--- src/rtl/step_atten_pkg.sv ---
package step_atten_pkg;
    timeunit 1ns;
    timeprecision 1ps;

    localparam int unsigned WORD_W   = 6;
    localparam int unsigned PRESET_W = 2;
    localparam int unsigned SYNC_N   = 2;

    typedef logic [WORD_W-1:0] atten_word_t;

    typedef enum logic {
        CTRL_PARALLEL = 1'b0,
        CTRL_SERIAL   = 1'b1
    } ctrl_mode_e;

    // Bundle of every external pin, carried through one synchroniser.
    typedef struct packed {
        ctrl_mode_e            mode;
        atten_word_t           par;
        logic [PRESET_W-1:0]   preset;
        logic                  sdata;
        logic                  sclk;
        logic                  le;
    } pin_bundle_t;

    localparam int unsigned PIN_W = $bits(pin_bundle_t);

    // Power-up word for parallel mode: low selector bit adds the 8 dB step,
    // high bit the 16 dB step, both together give every step except 0.5 dB.
    function automatic atten_word_t preset_word(input logic [PRESET_W-1:0] sel);
        atten_word_t w;
        case (sel)
            2'b01:   w = atten_word_t'(1) << (WORD_W - 2);
            2'b10:   w = atten_word_t'(1) << (WORD_W - 1);
            2'b11:   w = {{(WORD_W-1){1'b1}}, 1'b0};
            default: w = '0;
        endcase
        return w;
    endfunction
endpackage

--- src/rtl/atten_pin_sync.sv ---
module atten_pin_sync #(
    parameter int unsigned WIDTH  = 1,
    parameter int unsigned STAGES = 2
) (
    input  logic             clk,
    input  logic [WIDTH-1:0] d,
    output logic [WIDTH-1:0] q
);
    timeunit 1ns;
    timeprecision 1ps;

    generate
        if (STAGES <= 1) begin : g_single
            logic [WIDTH-1:0] stage_q;
            always_ff @(posedge clk) stage_q <= d;
            assign q = stage_q;
        end else begin : g_chain
            logic [STAGES-1:0][WIDTH-1:0] chain_q;
            always_ff @(posedge clk) chain_q <= {chain_q[STAGES-2:0], d};
            assign q = chain_q[STAGES-1];
        end
    endgenerate
endmodule

--- src/rtl/atten_shift_reg.sv ---
module atten_shift_reg
    import step_atten_pkg::*;
(
    input  logic        clk,
    input  logic        rst,
    input  logic        enable,
    input  logic        sclk_s,
    input  logic        sdata_s,
    input  atten_word_t init_word,
    output atten_word_t shift_word
);
    timeunit 1ns;
    timeprecision 1ps;

    logic        sclk_prev_q;
    logic        shift_now;
    atten_word_t shreg_q;

    assign shift_now = enable & sclk_s & ~sclk_prev_q;

    always_ff @(posedge clk) begin
        sclk_prev_q <= sclk_s;
        if (rst) begin
            shreg_q <= init_word;
        end else if (shift_now) begin
            shreg_q <= {shreg_q[WORD_W-2:0], sdata_s};
        end
    end

    assign shift_word = shreg_q;

    // outside serial mode nothing disturbs the staged word
    assert_shift_idle_R7: assert property (@(posedge clk) disable iff (rst)
        !enable |=> $stable(shreg_q));
endmodule

--- src/rtl/atten_word_reg.sv ---
module atten_word_reg
    import step_atten_pkg::*;
(
    input  logic        clk,
    input  logic        rst,
    input  logic        load,
    input  atten_word_t init_word,
    input  atten_word_t load_word,
    output atten_word_t word_o
);
    timeunit 1ns;
    timeprecision 1ps;

    atten_word_t word_q;

    always_ff @(posedge clk) begin
        if (rst) begin
            word_q <= init_word;
        end else if (load) begin
            word_q <= load_word;
        end
    end

    assign word_o = word_q;
endmodule

--- src/rtl/step_atten_ctrl.sv ---
module step_atten_ctrl
    import step_atten_pkg::*;
(
    input  logic       clk,
    input  logic       rst,
    input  logic       serial_mode_i,
    input  logic [5:0] par_word_i,
    input  logic [1:0] preset_sel_i,
    input  logic       ser_data_i,
    input  logic       ser_clk_i,
    input  logic       latch_en_i,
    output logic [5:0] atten_word_o
);
    timeunit 1ns;
    timeprecision 1ps;

    pin_bundle_t pins_raw, pins_s;
    atten_word_t shift_word, init_word, load_word, word_q;
    logic        serial_s;

    assign pins_raw = '{mode:   ctrl_mode_e'(serial_mode_i),
                        par:    par_word_i,
                        preset: preset_sel_i,
                        sdata:  ser_data_i,
                        sclk:   ser_clk_i,
                        le:     latch_en_i};

    atten_pin_sync #(.WIDTH(PIN_W), .STAGES(SYNC_N)) u_sync (
        .clk (clk),
        .d   (pins_raw),
        .q   (pins_s)
    );

    assign serial_s  = (pins_s.mode == CTRL_SERIAL);
    assign init_word = serial_s ? pins_s.par : preset_word(pins_s.preset);

    atten_shift_reg u_shift (
        .clk        (clk),
        .rst        (rst),
        .enable     (serial_s),
        .sclk_s     (pins_s.sclk),
        .sdata_s    (pins_s.sdata),
        .init_word  (init_word),
        .shift_word (shift_word)
    );

    assign load_word = serial_s ? shift_word : pins_s.par;

    atten_word_reg u_word (
        .clk       (clk),
        .rst       (rst),
        .load      (pins_s.le),
        .init_word (init_word),
        .load_word (load_word),
        .word_o    (word_q)
    );

    assign atten_word_o = word_q;

    // a closed latch freezes the output whatever the other pins do
    assert_latch_closed_R4: assert property (@(posedge clk) disable iff (rst)
        !pins_s.le |=> $stable(atten_word_o));

    // open latch in parallel mode passes the synchronised pins
    assert_par_pass_R3: assert property (@(posedge clk) disable iff (rst)
        (pins_s.le && !serial_s) |=> (atten_word_o == $past(pins_s.par)));

    // open latch in serial mode transfers the staged shift word
    assert_ser_xfer_R6: assert property (@(posedge clk) disable iff (rst)
        (pins_s.le && serial_s) |=> (atten_word_o == $past(shift_word)));

    // first word after a parallel-mode reset is one of the four presets
    assert_preset_legal_R1: assert property (@(posedge clk) disable iff (rst)
        ($past(rst) && !$past(serial_s)) |->
        (atten_word_o inside {6'b000000, 6'b010000, 6'b100000, 6'b111110}));
endmodule

--- config.mk ---
export PLATFORM = sky130hd
export DESIGN_NAME = step_atten_ctrl
export DESIGN_NICKNAME = d
export VERILOG_FILES = /design/src/rtl/step_atten_pkg.sv /design/src/rtl/atten_pin_sync.sv /design/src/rtl/atten_shift_reg.sv /design/src/rtl/atten_word_reg.sv /design/src/rtl/step_atten_ctrl.sv
export SDC_FILE = /design/constraint.sdc
export NUM_CORES = 1
export LEC_CHECK = 0
export BUFFER_PORTS_ARGS = -buffer_cell sky130_fd_sc_hd__buf_2
export CAP_MARGIN = 15
export CORE_MARGIN = 2
export CORE_UTILIZATION = 49
export CTS_CLUSTER_SIZE = 24
export DETAILED_ROUTE_END_ITERATION = 8
export PLACE_DENSITY = 0.71
export SYNTH_ARGS = -nofsm -noshare
export SYNTH_HDL_FRONTEND = slang
export SYNTH_SLANG_ARGS = --single-unit
export TNS_END_PERCENT = 20
--- constraint.sdc ---
create_clock -name clk -period 1.45 [get_ports clk]
set_input_delay 0.29 -clock clk [delete_from_list [all_inputs] [get_ports clk]]
set_output_delay 0.29 -clock clk [all_outputs]
set_load 0.005 [all_outputs]
==> results of run 1 <==
cells in the final DEF, fill, tap and decap left out, types with 2 or more instances in the layout:
master / n
nor2b_1: 2
a31oi_1: 3
inv_1: 3
edfxtp_1: 12
o21bai_1: 3
o32ai_1: 2
nor2_1: 6
clkbuf_4: 5
buf_2: 19
mux2i_1: 9
nand2_1: 4
buf_4: 2
dfxtp_1: 25
a21oi_1: 2
state kept, by name (all words and copies together) (netlist names):
| register | cells |
|---|---|
| u_shift.shift_word | 6 |
| u_shift.sclk_prev_q | 1 |
| u_sync.g_chain.chain_q | 12 |
| u_word.word_o | 6 |
| u_sync.q | 12 |
kinds of logic (layout without fill, tap and decap cells):
group	after synthesis	count (layout)
and+or+nand+nor	16	16
AOI/OAI and AO/OA	14	14
DFF	37	37
muxes	9	9
buffers and inverters	8	32
xor gates and xnor gates	1	1
where the power goes:
| part | switching [µW] | leakage [µW] | internal (µW) | total (µW) |
|---|---|---|---|---|
| registers | 29.0 | 0.000332 | 1150 | 1180 |
| clock network | 340 | 0.0000414 | 289 | 630 |
| logic | 63.6 | 0.000219 | 67.1 | 131 |
Yosys cell counts:
cell type and n:
a21boi_4 1, o21ai_0 1, edfxtp_1 12, a221oi_2 1, o32ai_1 2, o21bai_1 3
buf_12 1, a21oi_1 2, nor2_1 6, a31oi_1 3, mux2i_1 9, buf_4 1
nand2_1 4, nand3_1 1, nor3b_1 1, nand3b_1 1, xnor2_1 1, or2_2 1
dfxtp_1 25, inv_1 3, o2bb2ai_1 1, nor2b_1 2, buf_6 3
final timing paths:
kind                             start                   endpoint  slack (ns)  cells past startpoint
min                         latch_en_i  u_sync.g_chain.chain_q[0]        0.04                      1
min reg2reg  u_sync.g_chain.chain_q[8]                u_sync.q[8]        0.32                      0
max                       u_sync.q[11]           u_word.word_o[3]        0.27                      3
max reg2reg               u_sync.q[11]           u_word.word_o[3]        0.27                      3
worst reg2reg max path, cell delays in order (launching register included):
cell and delay, ns:
dfxtp_1 0.36, buf_4 0.22, inv_1 0.13, o32ai_1 0.31
cell type report:
class	instances	area, µm²	area share (%)
repair buffers	21	110	7.96
clock buffers	6	62.6	4.52
flip-flops and latches	37	861	62.2
clock inverters	2	10.0	0.723
inverters	3	11.3	0.814
well taps	30	37.5	2.71
multi-input cells	40	292	21.1
through the flow:
step,hold WS (ns),power (µW),utilization (%)
final,0.0350,1940,56.9
after detailed placement,0.312,1330,53.9
after floorplan,0.310,1290,-
after global placement,0.310,1330,53.9
after CTS,0.0214,1960,56.9
after global routing,0.0191,2020,56.9
metal layers:
metal | wire length (µm) | track usage (%)
met1 | 683 | 15.8
met2 | 890 | 24.4
met3 | 130 | 7.50
met4 | 37 | 8.75
met5 | 0 | 0
==> summary.md, run 1 <==
| Metric | Value |
|---|---|
| Full die area | `2920 µm²` |
| Post-placement cell count | `between 100 and 150` |
| Syn nets | `99` |
| Synth top area share | `40.9%` |
| Post-synthesis sequential area ratio | `70.3%` |
| RSZ-0062 raised after global routing | `false` |
| MaxCap Viol Count | `0` |
| Slew @ Worst Pin | `0.501 ns` |
| Post-route worst setup slack | `0.268 ns` |
| Critical-path top delay cell | `dfxtp_1` |
| CTS tree | `done` |
| Largest family of logic cells by synthesized area | `compound AO/OA/AOI/OAI gates` |
| Total GRT Usage | `15.1%` |
| Sum Neg Setup Slack | `0 ns` |
| Fin. Hold Viols | `0` |
| Flops & latches, synth | `37` |
| Critical Path AT | `1.35 ns` |
| Crit path cell chain | `buf_4, inv_1, o32ai_1` |
| Via density | `4.91` |
| Total Wirelength | `1.74 mm` |
| Post-synthesis instance total | `85` |
| Fin crit period | `1.18 ns` |
| Worst Hold Class | `in2reg` |
| Setup Buffers After CTS | `0` |
| Ant diodes | `0` |
| Post-route DRC violation count | `0` |
| Clock transition at path regs | `~0.11 ns` |
| Critical path's largest stage delay | `0.36 ns` |
| Cts hold-fix bufs | `0` |
| CTS root buf | `clkbuf_4` |
| Placed Area | `approximately 1300 µm²` |
| Antenna-violating nets left | `0` |
| Synth Area in Compound Gates | `9.50%` |
| Fin crit share | `81.5%` |
| Kind of critical path | `reg2reg` |
| Die W | `54 µm` |
| Pin count of the biggest net entering global routing | `22` |
| Syn. warnings | `0` |
| Synthesized area per cell | `14.4 µm²` |
| Height of the die | `approximately 54 µm` |
| Clk_lat worst skew | `roughly 0.34 ns` |
| Top Family by Delay on Critical Path | `flip-flops` |
| Grt total ovfl | `0` |
| I/O pins | `20` |
| Rows | `18` |
| First-pass GRT wire length | `2.86 mm` |
| Yosys top cell by area | `dfxtp_1` |
| Post-Syn Area | `between 1000 and 1500 µm²` |
| Layout Nets | `122` |
| Distinct cells, synth | `23` |
| Leakage | `between 0.0005 and 0.0006 µW` |
| Max-slew headroom | `66.5%` |
| P&R area growth vs syn | `13.0%` |
| Synth top area cells | `dfxtp_1 41%, edfxtp_1 29%, mux2i_1 7.4%` |
| Status | `complete, no violations` |
| Mux cell area share after synthesis | `7.35%` |
| Num CTS Buffers | `5` |
| Share of layout cells above drive strength 1 | `28.4%` |
| Filler cells | `220` |
| Req. time, crit path | `1.61 ns` |
| Finished Cell Area | `1380 µm²` |
| I/O Buffers | `19` |
| Critical Path Fanout Max | `15` |
| Highest attainable clock frequency | `846 MHz` |
| Initial Utilization | `50.4%` |
| CP endpoint kind | `flop` |
| Synth Area in Adders | `0%` |
| Routability cong. | `0.760` |
| Simple-Gate Fraction of Synth Area | `6.23%` |
| Vias in the first global route | `656` |
| Starting DRT DRC Count | `10` |
| Worst clock skew | `approximately 0.011 ns` |
| Clock Tree Buf Depth | `2` |
| Post-synthesis xor/xnor area fraction | `0.715%` |
| Setup-failing EPs final | `0` |
| Peak supply drop | `roughly 960 µV` |
| H-Tree Depth | `2` |
| Worst Setup Start Kind | `flop` |
| First drt pass iteration count | `4` |
| CTS Sinks | `37` |
| Drt wl/cell | `12.5 µm` |
| Worst slack at placement | `0.0937 ns` |
| Worst Path Buf+Inv | `2` |
| Hpwl dp | `1.17 mm` |
| Detailed-route via count | `683` |
| Non-Filler Instances | `139` |
| Final Max Slew Viols | `0` |
| Cell area power density | `1400 nW/µm²` |
| Core area | `2430 µm²` |
| Initial antenna violation count | `0` |
| CTS resizes | `0` |
No activity file was read; power rests on OpenSTA's default activity.
==> inputs of run 2 (changes only) <==
- ABC_AREA: not set -> 1
- CORE_UTILIZATION: 49 -> 47
- clock period: 1.45 -> 0.95 ns (I/O delays scaled with it)
==> summary.md, run 2 <==
| Metric | Value |
|---|---|
| I/O pins | `20` |
| Most used DFF post-synth | `dfxtp_1` |
| Clk_lat worst skew | `0.33 ns` |
| Post-synthesis sequential area ratio | `between 70% and 80%` |
| Critical Path Fanout Max | `1` |
| Detailed-route via count | `789` |
| Syn. warnings | `0` |
| Finished Cell Area | `about 1600 µm²` |
| Status | `complete, but fails checks` |
| Synthesized area per cell | `11.3 µm²` |
| MaxCap Viol Count | `0` |
| Commonest non-fill, non-tap cells in the layout | `24 x dfxtp_1, 23 x nand2_1, 19 x buf_2` |
| Fin. Hold Viols | `0` |
| Routability cong. | `~0.8` |
| Critical-path top delay cell | `edfxtp_1` |
| Syn nets | `around 120` |
| Placed Area | `1320 µm²` |
| P&R area growth vs syn | `33.9%` |
| Combinational fraction of design power | `9.5%` |
| Post-route worst setup slack | `-0.0791 ns` |
| Critical path's largest stage delay | `approximately 0.37 ns` |
| Pin count of the biggest net entering global routing | `12` |
| Distinct cells, synth | `15` |
| Flop pwr share | `63.8%` |
| Antenna-violating nets left | `0` |
| Switching share of total power | `23.0%` |
| Fin crit share | `108%` |
| Non-Filler Instances | `173` |
| Height of the die | `roughly 54 µm` |
| Synth top area cells | `dfxtp_1 43%, edfxtp_1 31%, nand2_1 11%` |
| First-pass GRT wire length | `~3.1 mm` |
| Crit path cell chain | `buf_2` |
| Post-Syn Area | `1160 µm²` |
| Core area | `between 2000 and 2500 µm²` |
| Critical Path AT | `0.84 ns` |
| Layout Nets | `156` |
| Kind of critical path | `reg2out` |
| Die W | `53.8 µm` |
| Worst Hold Class | `reg2reg` |
| CTS Sinks | `37` |
| Part of the power in the clock network | `26.7%` |
| Vias in the first global route | `729` |
| Setup Buffers After CTS | `0` |
| Sw Pwr | `649 µW` |
| Post-placement cell count | `153` |
| Drt wl/cell | `roughly 11 µm` |
| CTS root buf | `clkbuf_4` |
| Total GRT Usage | `16.4%` |
| Sum Neg Setup Slack | `-0.689 ns` |
| Starting DRT DRC Count | `15` |
| Initial antenna violation count | `0` |
| Yosys top cell by area | `dfxtp_1` |
| Ant diodes | `0` |
| Synth top area share | `between 40% and 50%` |
| Flops & latches, synth | `37` |
| Peak supply drop | `1270 µV` |
| Failing checks | `setup timing` |
| Num CTS Buffers | `5` |
| Max-slew headroom | `between 80% and 90%` |
| CTS tree | `done` |
| Worst Path Buf+Inv | `1` |
| Most common cell in the netlist | `nand2_1` |
| Top Family by Delay on Critical Path | `flip-flops` |
| First drt pass iteration count | `4` |
| Top cells by count, synth | `33 x nand2_1, 25 x dfxtp_1, 12 x edfxtp_1` |
| Highest attainable clock frequency | `972 MHz` |
| FFs w/ async S/R, synth | `0%` |
| Worst Setup Start Kind | `flop` |
| Grt total ovfl | `0` |
| Internal power | `about 2200 µW` |
| Via density | `4.56` |
| Rows | `18` |
| Final Max Slew Viols | `0` |
| Clock Tree Buf Depth | `2` |
| Share of layout cells above drive strength 1 | `between 30% and 40%` |
| Clock transition at path regs | `roughly 0.11 ns` |
| Leakage | `0.000736 µW` |
| Post-route DRC violation count | `0` |
| Setup-failing EPs final | `16` |
| I/O Buffers | `19` |
| Hpwl dp | `~1.1 mm` |
| Slew @ Worst Pin | `between 0.2 and 0.3 ns` |
| Initial Utilization | `48.3%` |
| Worst clock skew | `roughly 0.011 ns` |
| H-Tree Depth | `2` |
| Total Wirelength | `approximately 1.9 mm` |
| Most common cell after layout, fill and taps aside | `dfxtp_1` |
| RSZ-0062 raised after global routing | `true` |
| CP endpoint kind | `primary output` |
| Cell area power density | `about 1800 nW/µm²` |
| Req. time, crit path | `between 0.7 and 0.8 ns` |
| Full die area | `2890 µm²` |
| Number of synthesized flops with an enable pin | `12` |
| Worst hold slack | `0.329 ns` |
| Post-synthesis instance total | `103` |
| Fin crit period | `1.03 ns` |
[run 2: changes by cell type in the layout (fill, tap and decap cells not counted), sizes merged, moves of 2 or more]
cell         delta
nand2          +29
dlygate4sd3    +12
mux2i           -9
nand3           +9
inv             +8
a31oi           -3
nor2            -3
o21ai           +3
o21bai          -3
a21oi           -2
nor2b           -2
o32ai           -2
[run 2: kinds of logic after synthesis]
group | after synthesis | synth area share (%)
and+or+nand+nor | 48 | 18.8
DFF | 37 | 74.0
AOI/OAI and AO/OA | 4 | 1.72
buffers and inverters | 14 | 5.48
[run 2: per-layer routing]
metal / global-route usage (%) / up-vias / part of all wire (%)
li1: - / 404 / -
met1: 17.9 / 348 / 41
met3: 7.50 / 5 / 7.0
met2: 25.6 / 32 / 50
met5: 0 / - / 0
met4: 10.3 / 0 / 1.9
[run 2: layout make-up]
cell class,count,area (µm²)
Multi-Input combinational cell,52,309
Tap cell,30,37.5
Clock buffer,6,41.3
Fill cell,176,852
Sequential cell,37,865
Inverter,12,50.0
Timing Repair Buffer,34,245
Clock inverter,2,10.0
[run 2: power by group through the flow]
stage / registers [µW] / logic (µW) / clock network (µW)
after floorplan: 1820 / 119 / 0
after global placement: 1820 / 194 / 0
after detailed placement: 1830 / 198 / 0
after CTS: 1800 / 251 / 782
after global routing: 1810 / 299 / 841
final: 1800 / 267 / 753
[run 2: final timing paths]
check                                  start                to  slack [ns]  cells after the start
setup / recovery            u_word.word_o[2]   atten_word_o[2]       -0.08                      1
hold / removal    u_sync.g_chain.chain_q[10]      u_sync.q[10]        0.33                      0
setup reg to reg                u_sync.q[11]  u_word.word_o[4]       -0.04                      5
hold reg to reg   u_sync.g_chain.chain_q[10]      u_sync.q[10]        0.33                      0
[run 2: through the flow]
| step | setup slack (ns) | util, % | total power [µW] |
|---|---|---|---|
| after detailed placement | -0.124 | 54.8 | 2030 |
| after CTS | -0.0970 | 63.4 | 2830 |
| after global routing | -0.140 | 64.6 | 2950 |
| after floorplan | -0.0617 | - | 1940 |
| after global placement | -0.0884 | 54.8 | 2020 |
| final | -0.0791 | 64.6 | 2820 |
[run 2: what timing repair did]
| item | 4_1_cts | 5_1_grt |
|---|---|---|
| pin swaps | 6 | 5 |
| setup endpoints to repair | 23 | 24 |
| endpoints found under the hold margin | 12 | 0 |
| resized for setup | 13 | 11 |
| hold buffers | 12 | 0 |
